--- config.mk ---
export PLATFORM = sky130hd
export DESIGN_NAME = lpc_control
export DESIGN_NICKNAME = d
export VERILOG_FILES = /design/src/rtl/lpc_pkg.sv /design/src/rtl/lpc_control.sv
export SDC_FILE = /design/constraint.sdc
export NUM_CORES = 1
export LEC_CHECK = 0
export BUFFER_PORTS_ARGS = -buffer_cell sky130_fd_sc_hd__buf_2
export CORE_AREA = 2 2 39 41
export DETAILED_ROUTE_END_ITERATION = 16
export DIE_AREA = 0 0 41 43
export REMOVE_ABC_BUFFERS = 1
export SYNTH_ARGS = -nofsm -noshare
export SYNTH_HDL_FRONTEND = slang
export SYNTH_SLANG_ARGS = --single-unit
--- constraint.sdc ---
create_clock -name clk -period 1.05 [get_ports clk]
set_input_delay 0.105 -clock clk [delete_from_list [all_inputs] [get_ports clk]]
set_output_delay 0.105 -clock clk [all_outputs]
set_load 0.05 [all_outputs]
--- src/rtl/lpc_pkg.sv ---
package lpc_pkg;

  // Strobes issued by the control unit to the datapath each cycle.
  typedef struct packed {
    logic loadSyn;    // capture the data syndrome of the current command
    logic compareEn;  // compare the held syndrome with the late parity bit
  } lpcStrobes_t;

endpackage

--- src/rtl/lpc_control.sv ---
module lpc_control
  import lpc_pkg::*;
#(
  parameter int PULSE_CYCLES = 2,
  parameter int HOLD_CYCLES  = 3
) (
  input  logic        clk,
  input  logic        rstN,
  input  logic        cmdCapture,
  input  logic        mismatch,
  output lpcStrobes_t strobes,
  output logic        errDriveLow
);

  localparam int PULSE_W = $clog2(PULSE_CYCLES + 1);
  localparam int HOLD_W  = $clog2(HOLD_CYCLES + 1);

  logic               validQ;
  logic [HOLD_W-1:0]  holdCnt;
  logic [PULSE_W-1:0] pulseCnt;

  // Remembers that the previous edge captured a command.
  always_ff @(posedge clk or negedge rstN) begin
    if (!rstN) begin
      validQ <= 1'b0;
    end else begin
      validQ <= cmdCapture;
    end
  end

  // Post-reset quiet window: detections are suppressed until it expires.
  always_ff @(posedge clk or negedge rstN) begin
    if (!rstN) begin
      holdCnt <= HOLD_W'(HOLD_CYCLES);
    end else if (holdCnt != '0) begin
      holdCnt <= holdCnt - 1'b1;
    end
  end

  // Pulse stretcher; a new detection reloads the full width.
  always_ff @(posedge clk or negedge rstN) begin
    if (!rstN) begin
      pulseCnt <= '0;
    end else if (mismatch) begin
      pulseCnt <= PULSE_W'(PULSE_CYCLES);
    end else if (pulseCnt != '0) begin
      pulseCnt <= pulseCnt - 1'b1;
    end
  end

  always_comb begin
    strobes.loadSyn   = cmdCapture;
    strobes.compareEn = validQ && (holdCnt == '0);
  end

  assign errDriveLow = (pulseCnt != '0);

endmodule

## Yosys cells after proc, flatten, opt, wreduce, memory -nomap -nowiden

Cells that the tools add are included.

- Mux-type cells: 2
- Reduce and logical (&&, ||, !) cells: 5
- Add/subtract/negate cells: 2

Operators by type and width:

| operator | count |
|---|---|
| $reduce_bool 2->1 | 3 |
| $mux 2 | 2 |
| $sub 2x1->2 const B | 2 |
| $logic_not 2->1 | 1 |
| $logic_and 1x1->1 | 1 |

- Word-level logic and storage cells: 12
- Register bits after elaboration: 5
- Output and inout bits: 3
- Bits of input ports: 4

## Depth between registers and ports, before layout

Gate-level depths: netlist of the first run.

- Depth after elaboration: 3
- Gate-level depth with buffers: 4
- Depth with buffers taken out: 4

## Worst setup path after synthesis of the first run

Ideal clock, no wire load.

- Path kind: register to output
- From: register holdCnt[0]
- To: output port strobes[0] (netlist bit)
- Data required time: 0.945 ns
- Arrival: 1.083 ns
- Slack: -0.138 ns
- Cell stages (with the launch flop): 4
- Buffers on the path: 0
- Cell sequence: dfstp_2 > inv_1 > ha_1 > and2_1

RTL lines:

| element | line | text |
|---|---|---|
| start: declaration | lpc_control.sv:19 | `logic [HOLD_W-1:0] holdCnt;` |
| start signal: assignment | lpc_control.sv:34 | `holdCnt <= HOLD_W'(HOLD_CYCLES);` |
| start signal: assignment | lpc_control.sv:36 | `holdCnt <= holdCnt - 1'b1;` |
| end: declaration | lpc_control.sv:11 | `output lpcStrobes_t strobes,` |

==> results of run 1 <==
-- kinds of logic (layout without fill, tap and decap cells) --
| logic type | after synthesis | in the layout | share of synthesized area (%) |
|---|---|---|---|
| and+or+nand+nor | 5 | 5 | 11.2 |
| buffers and inverters | 6 | 22 | 11.2 |
| adders and majority gates | 2 | 2 | 10.6 |
| xor gates and xnor gates | 2 | 2 | 7.45 |
| DFF | 5 | 5 | 54.3 |
| AOI/OAI and AO/OA | 2 | 2 | 5.32 |
-- metal layers --
layer,global-route usage [%],wire (microns),vias to the layer above
met5,0,0,-
met4,10.0,14,0
met3,3.14,25,2
met2,8.44,183,8
met1,8.64,195,80
li1,-,-,94
-- worst min path at each step --
stage / from / endpoint / depth (start not counted)
CTS: mismatch / pulseCnt[0]$_DFFE_PN0P_ / 2
global placement: rstN / validQ$_DFF_PN0_ / 1
floorplan: rstN / pulseCnt[0]$_DFFE_PN0P_ / 0
finish: mismatch / pulseCnt[0]$_DFFE_PN0P_ / 2
detailed placement: rstN / validQ$_DFF_PN0_ / 1
global route: mismatch / pulseCnt[0]$_DFFE_PN0P_ / 2
-- what timing repair did --
| item | in CTS | in global routing |
|---|---|---|
| endpoints found under the hold margin | 6 | 0 |
| hold buffers | 2 | 0 |
| resized for setup | 18 | 2 |
| setup endpoints to repair | 5 | 6 |
| setup buffers | 3 | 0 |
| pin swaps | 4 | 0 |
-- final cells by class --
| class | instances | area, sq um | share of cell area, % |
|---|---|---|---|
| Clock buffer | 4 | 26.3 | 6.10 |
| Sequential cell | 5 | 128 | 29.7 |
| Inverter | 5 | 18.8 | 4.36 |
| Timing Repair Buffer | 13 | 108 | 25.0 |
| Multi-Input combinational cell | 11 | 130 | 30.2 |
| Tap cell | 16 | 20.0 | 4.65 |
-- metrics by stage --
step | utilization [%] | instance area (sq um) | hold WS (ps) | total power, uW | worst slack (ps)
final | 31.1 | 430 | 34.1 | 864 | -286
after global routing | 31.1 | 430 | 38.9 | 940 | -333
after CTS | 30.3 | 419 | 30.4 | 840 | -299
after detailed placement | 21.7 | 300 | -79.3 | 512 | -129
after global placement | 21.7 | 300 | -80.9 | 501 | -122
after floorplan | - | 228 | -191 | 428 | -138
-- sequential cells by signal, indices dropped and copies added (netlist names) --
register / count
validQ: 1
pulseCnt: 2
holdCnt: 2
-- report_power, final --
part	switching [uW]	internal, uW	leakage [uW]
clock network	75.4	143	0.0000150
logic	197	198	0.000131
registers	21.3	229	0.0000552
total	293	571	0.000201
-- synthesized netlist by cell type, drive strengths merged --
master and number:
a21o 1, and2 1, buf 1, dfrtp 3
dfstp 2, ha 2, inv 5, nand2 1
nand2b 2, nor2 1, o21ai 1, xnor2 1
xor2 1
-- worst max-delay path, cell delays in order, from the launching register on --
cell     delay, ps
dfstp_2        530
inv_2           40
ha_4           150
and2_4         130
buf_8          140
==> run_results.csv, run 1 <==
group,metric,value,unit
detailed_routing,drt_wl_total,419,microns
finish,drive_gt1_share,73.7,%
power,vdd_ir_drop_max,903,uV
critical_path,critPathMaxFanout,2,
sta,finClkSkew,0.0256,ps
placement,dp_cells,46,
clocking,htreeDepth,1,
yosys,synth.distinct_cells,13,
critical_path,crit_end,"strobes[0]",
clocking,insertion_delay,240,ps
sta,min_period,1340,ps
die,die_y,43,microns
detailed_routing,via_count,184,
detailed_routing,avgRoutedWirePerCell,7.76,microns
finish,final_common_cell,"inv_2",
outcome,violations,"negative setup slack",
grt,grt_max_degree,6,
finish,instances_no_fill,54,
outcome,status,"finished with violations",
sta,finalCritPeriodShare,127,%
sta,fin_tns_setup,-355,ps
yosys,synth_area_leaders,"dfrtp_1, dfstp_2, ha_1",
critical_path,critical_path_arrival,1230,ps
yosys,synth_top_area_share,31.9,%
clocking,cts_sinks,5,
sta,tightest_slew,247,ps
yosys,yosysSeqAreaShare,54.3,%
yosys,syn_area,235,sq um
placement,post-dp-hpwl,293,microns
worst_hold_path,min_path_type,"in2reg",
finish,areaGrowthSynthToFinish,83.0,%
clocking,cts_max_path_buffers,2,
finish,most-common-layout-cells,"inv_2, buf_2, buf_4",
critical_path,reg2reg_depth,4,
die,initial_core_util,17.0,%
placement,port_buffers,6,
finish,final_nets,45,
sta,fmax,748,MHz
grt,track_usage,7.51,%
yosys,synth_area_leader_cell,"dfrtp_1",
clocking,cts_tree,"yes",
critical_path,path_class,"reg2out",
run,drv_cap,0,
yosys,synth-seq-cells,5,
critical_path,timing.rr.start,"holdCnt[1]$_DFFE_PN1P_",
critical_path,r2r_slack,-10,ps
die,coreArea,1380,sq um
detailed_routing,drcViolationCount,0,
detailed_routing,ant_nets,0,
die,die_area,1760,sq um
clocking,numCtsBuffers,3,
finish,fillers,154,
sta,setup_violations,4,
critical_path,end_kind,"primary output",
placement,gp_congestion,0.579,
sta,rsz0062_at_grt,"true",
clocking,clock-root-buffer,"clkbuf_4",
sta,worst_slack,-286,ps
die,ios,7,
finish,diodes,0,
grt,antenna_found_initial,0,
die,std_cell_rows,14,
critical_path,startpoint,"holdCnt[1]$_DFFE_PN1P_",
sta,finalHoldViolCount,0,
detailed_routing,drt-initial-drc-count,0,
die,die_x,41,microns
yosys,syn_inst,22,
power,power_density,2010,nW/um^2
yosys,avgSynthCellArea,10.7,sq um
critical_path,required,940,ps
critical_path,start_kind,"register",
critical_path,timing.rr.end,"holdCnt[0]$_DFFE_PN1P_",
power,leakagePower,0.000201,uW
sta,finalMaxSlewViolations,0,
yosys,synth_warnings,0,
grt,grt_pass1_wl,786,microns
sta,slew_headroom,83.6,%
grt,grt-ovfl-total,0,
detailed_routing,vias_per_cell,3.41,
clocking,clk_pin_slew,40,ps
grt,grt_pass1_vias,212,
detailed_routing,drtPass1Iterations,1,
No activity file was read; power rests on OpenSTA's default activity.
==> run 2, diff against run 1 <==
Settings changed: PLACE_DENSITY set to 0.36.
Clock period 1.05 ns to 1.72 ns, I/O delays scaled along.
==> run 2 against run 1 <==
Net effect:
- the run now ends clean
- clock power shrank 40%
- highest routed layer is now met3
- critical path type unchanged
- sequential power shrank 40%
- sequential share of layout area grew 11 points
- critical path depth is the same
- hold slack gained 19 ps
- largest cell class is now registers
- power is 50% lower
- utilization decreased by 8.4 points
- combinational power shrank 63%
- non-clock buffer count decreased by 6
- cell count shrank 11%
- via count fell by 9.2%
==> run_results.csv, run 2 (synthesis results as in run 1) <==
group,metric,value,unit
outcome,status,"complete, no violations",
placement,gp_congestion,0.544,
worst_hold_path,min_path_type,"in2reg",
die,std_cell_rows,14,
die,die_area,1760,sq um
clocking,cts_tree,"yes",
placement,post-dp-hpwl,319,microns
finish,final_nets,39,
clocking,clock-root-buffer,"clkbuf_4",
finish,most-common-layout-cells,"buf_2, inv_1, clkbuf_4, dfrtp_1",
detailed_routing,drtPass1Iterations,2,
grt,grt-ovfl-total,0,
finish,diodes,0,
sta,finalMaxSlewViolations,0,
sta,tightest_slew,252,ps
clocking,clk_pin_slew,40,ps
die,die_x,41,microns
finish,final_common_cell,"buf_2",
clocking,insertion_delay,240,ps
clocking,cts_max_path_buffers,2,
clocking,post_cts_buffers,0,
sta,finClkSkew,3.29,ps
critical_path,start_kind,"register",
sta,finalHoldViolCount,0,
clocking,cts_sinks,5,
grt,grt_pass1_wl,683,microns
sta,setup_violations,0,
power,clkPwrFrac,30.8,%
sta,fmax,633,MHz
grt,grt_pass1_vias,174,
detailed_routing,drcViolationCount,0,
sta,slew_headroom,83.3,%
power,power_frac_seq,35.2,%
die,coreArea,1380,sq um
detailed_routing,via_count,167,
power,power,428,uW
detailed_routing,drt_wl_total,390,microns
die,die_y,43,microns
finish,drive_gt1_share,34.4,%
clocking,htreeDepth,1,
critical_path,required,1550,ps
die,initial_core_util,17.0,%
sta,rsz0062_at_grt,"false",
clocking,numCtsBuffers,3,
clocking,post_cts_resized,0,
sta,finalCritPeriodShare,91.8,%
power,p_int,282,uW
power,p_sw,146,uW
critical_path,critical_path_arrival,1410,ps
detailed_routing,avgRoutedWirePerCell,8.13,microns
power,leakagePower,0.000150,uW
finish,fillers,152,
sta,min_period,1580,ps
finish,top_regs,"holdCnt: 2 flops, pulseCnt: 2 flops, validQ: 1 flops",
grt,antenna_found_initial,0,
power,power_density,1360,nW/um^2
grt,grt_max_degree,6,
critical_path,end_kind,"primary output",
detailed_routing,ant_nets,0,
grt,track_usage,6.57,%
power,vdd_ir_drop_max,357,uV
detailed_routing,drt-initial-drc-count,1,
power,pwr-share-comb,34.0,%
power,sw_frac_of_total,34.0,%
sta,fin_tns_setup,0,ps
detailed_routing,vias_per_cell,3.48,
critical_path,critPathMaxFanout,4,
run,drv_cap,0,
placement,port_buffers,6,
finish,areaGrowthSynthToFinish,33.5,%
critical_path,path_class,"reg2out",
die,ios,7,
-- run 2: metal layers --
metal	GRT usage, %	part of all wire, %	wire (microns)
met1	6.91	42	162
met2	7.81	47	185
met3	5.24	11	41
met4	6.00	0	0
met5	0	0	0
-- run 2: per-stage QoR --
| stage | instances | cell area [sq um] | setup WS [ps] | hold slack, ps | util, % |
|---|---|---|---|---|---|
| floorplan | 21 | 228 | 465 | -124 | - |
| global placement | 43 | 278 | 427 | -15.1 | 20.1 |
| detailed placement | 43 | 278 | 383 | -8.42 | 20.1 |
| CTS | 48 | 314 | 118 | 42.5 | 22.7 |
| global route | 48 | 314 | 52.3 | 38.0 | 22.7 |
| finish | 48 | 314 | 140 | 53.0 | 22.7 |
-- run 2: power by group through the flow --
stage          Combinational (uW)  Sequential, uW  Clock (uW)
2_1_floorplan                 111             150           0
3_5_place_dp                  148             152           0
5_1_grt                       172             155         149
3_3_place_gp                  136             151           0
6_report                      145             151         132
4_1_cts                       150             150         140
-- run 2: worst max-delay path: stages (launching register included) --
cell     delay (ps)
dfstp_2         530
inv_1            50
ha_1            230
and2_1          160
buf_2           210
-- run 2: worst paths after layout --
path / endpoint / start / slack [ps] / cells past startpoint
max: strobes[0] / holdCnt[0]$_DFFE_PN1P_ / 140 / 4
min: validQ$_DFF_PN0_ / cmdCapture / 50 / 1
max reg2reg: pulseCnt[1]$_DFFE_PN0P_ / pulseCnt[0]$_DFFE_PN0P_ / 640 / 4
min reg2reg: holdCnt[1]$_DFFE_PN1P_ / holdCnt[1]$_DFFE_PN1P_ / 470 / 2
max in group asynchronous: holdCnt[0]$_DFFE_PN1P_ / rstN / 1220 / 2
min in group asynchronous: pulseCnt[0]$_DFFE_PN0P_ / rstN / 280 / 2
-- run 2: timing repair --
action | in CTS | in global routing
endpoints found under the hold margin | 5 | 0
hold buffers | 1 | 0
endpoints found under the setup margin | 0 | 0
-- run 2: layout make-up --
class | instances | area [sq um] | share of cell area [%]
clock buffer | 4 | 26.3 | 8.37
inverter | 5 | 18.8 | 5.98
multi-input combinational | 11 | 81.3 | 25.9
sequential | 5 | 128 | 40.6
tap | 16 | 20.0 | 6.37
timing repair buffer | 7 | 40.0 | 12.7
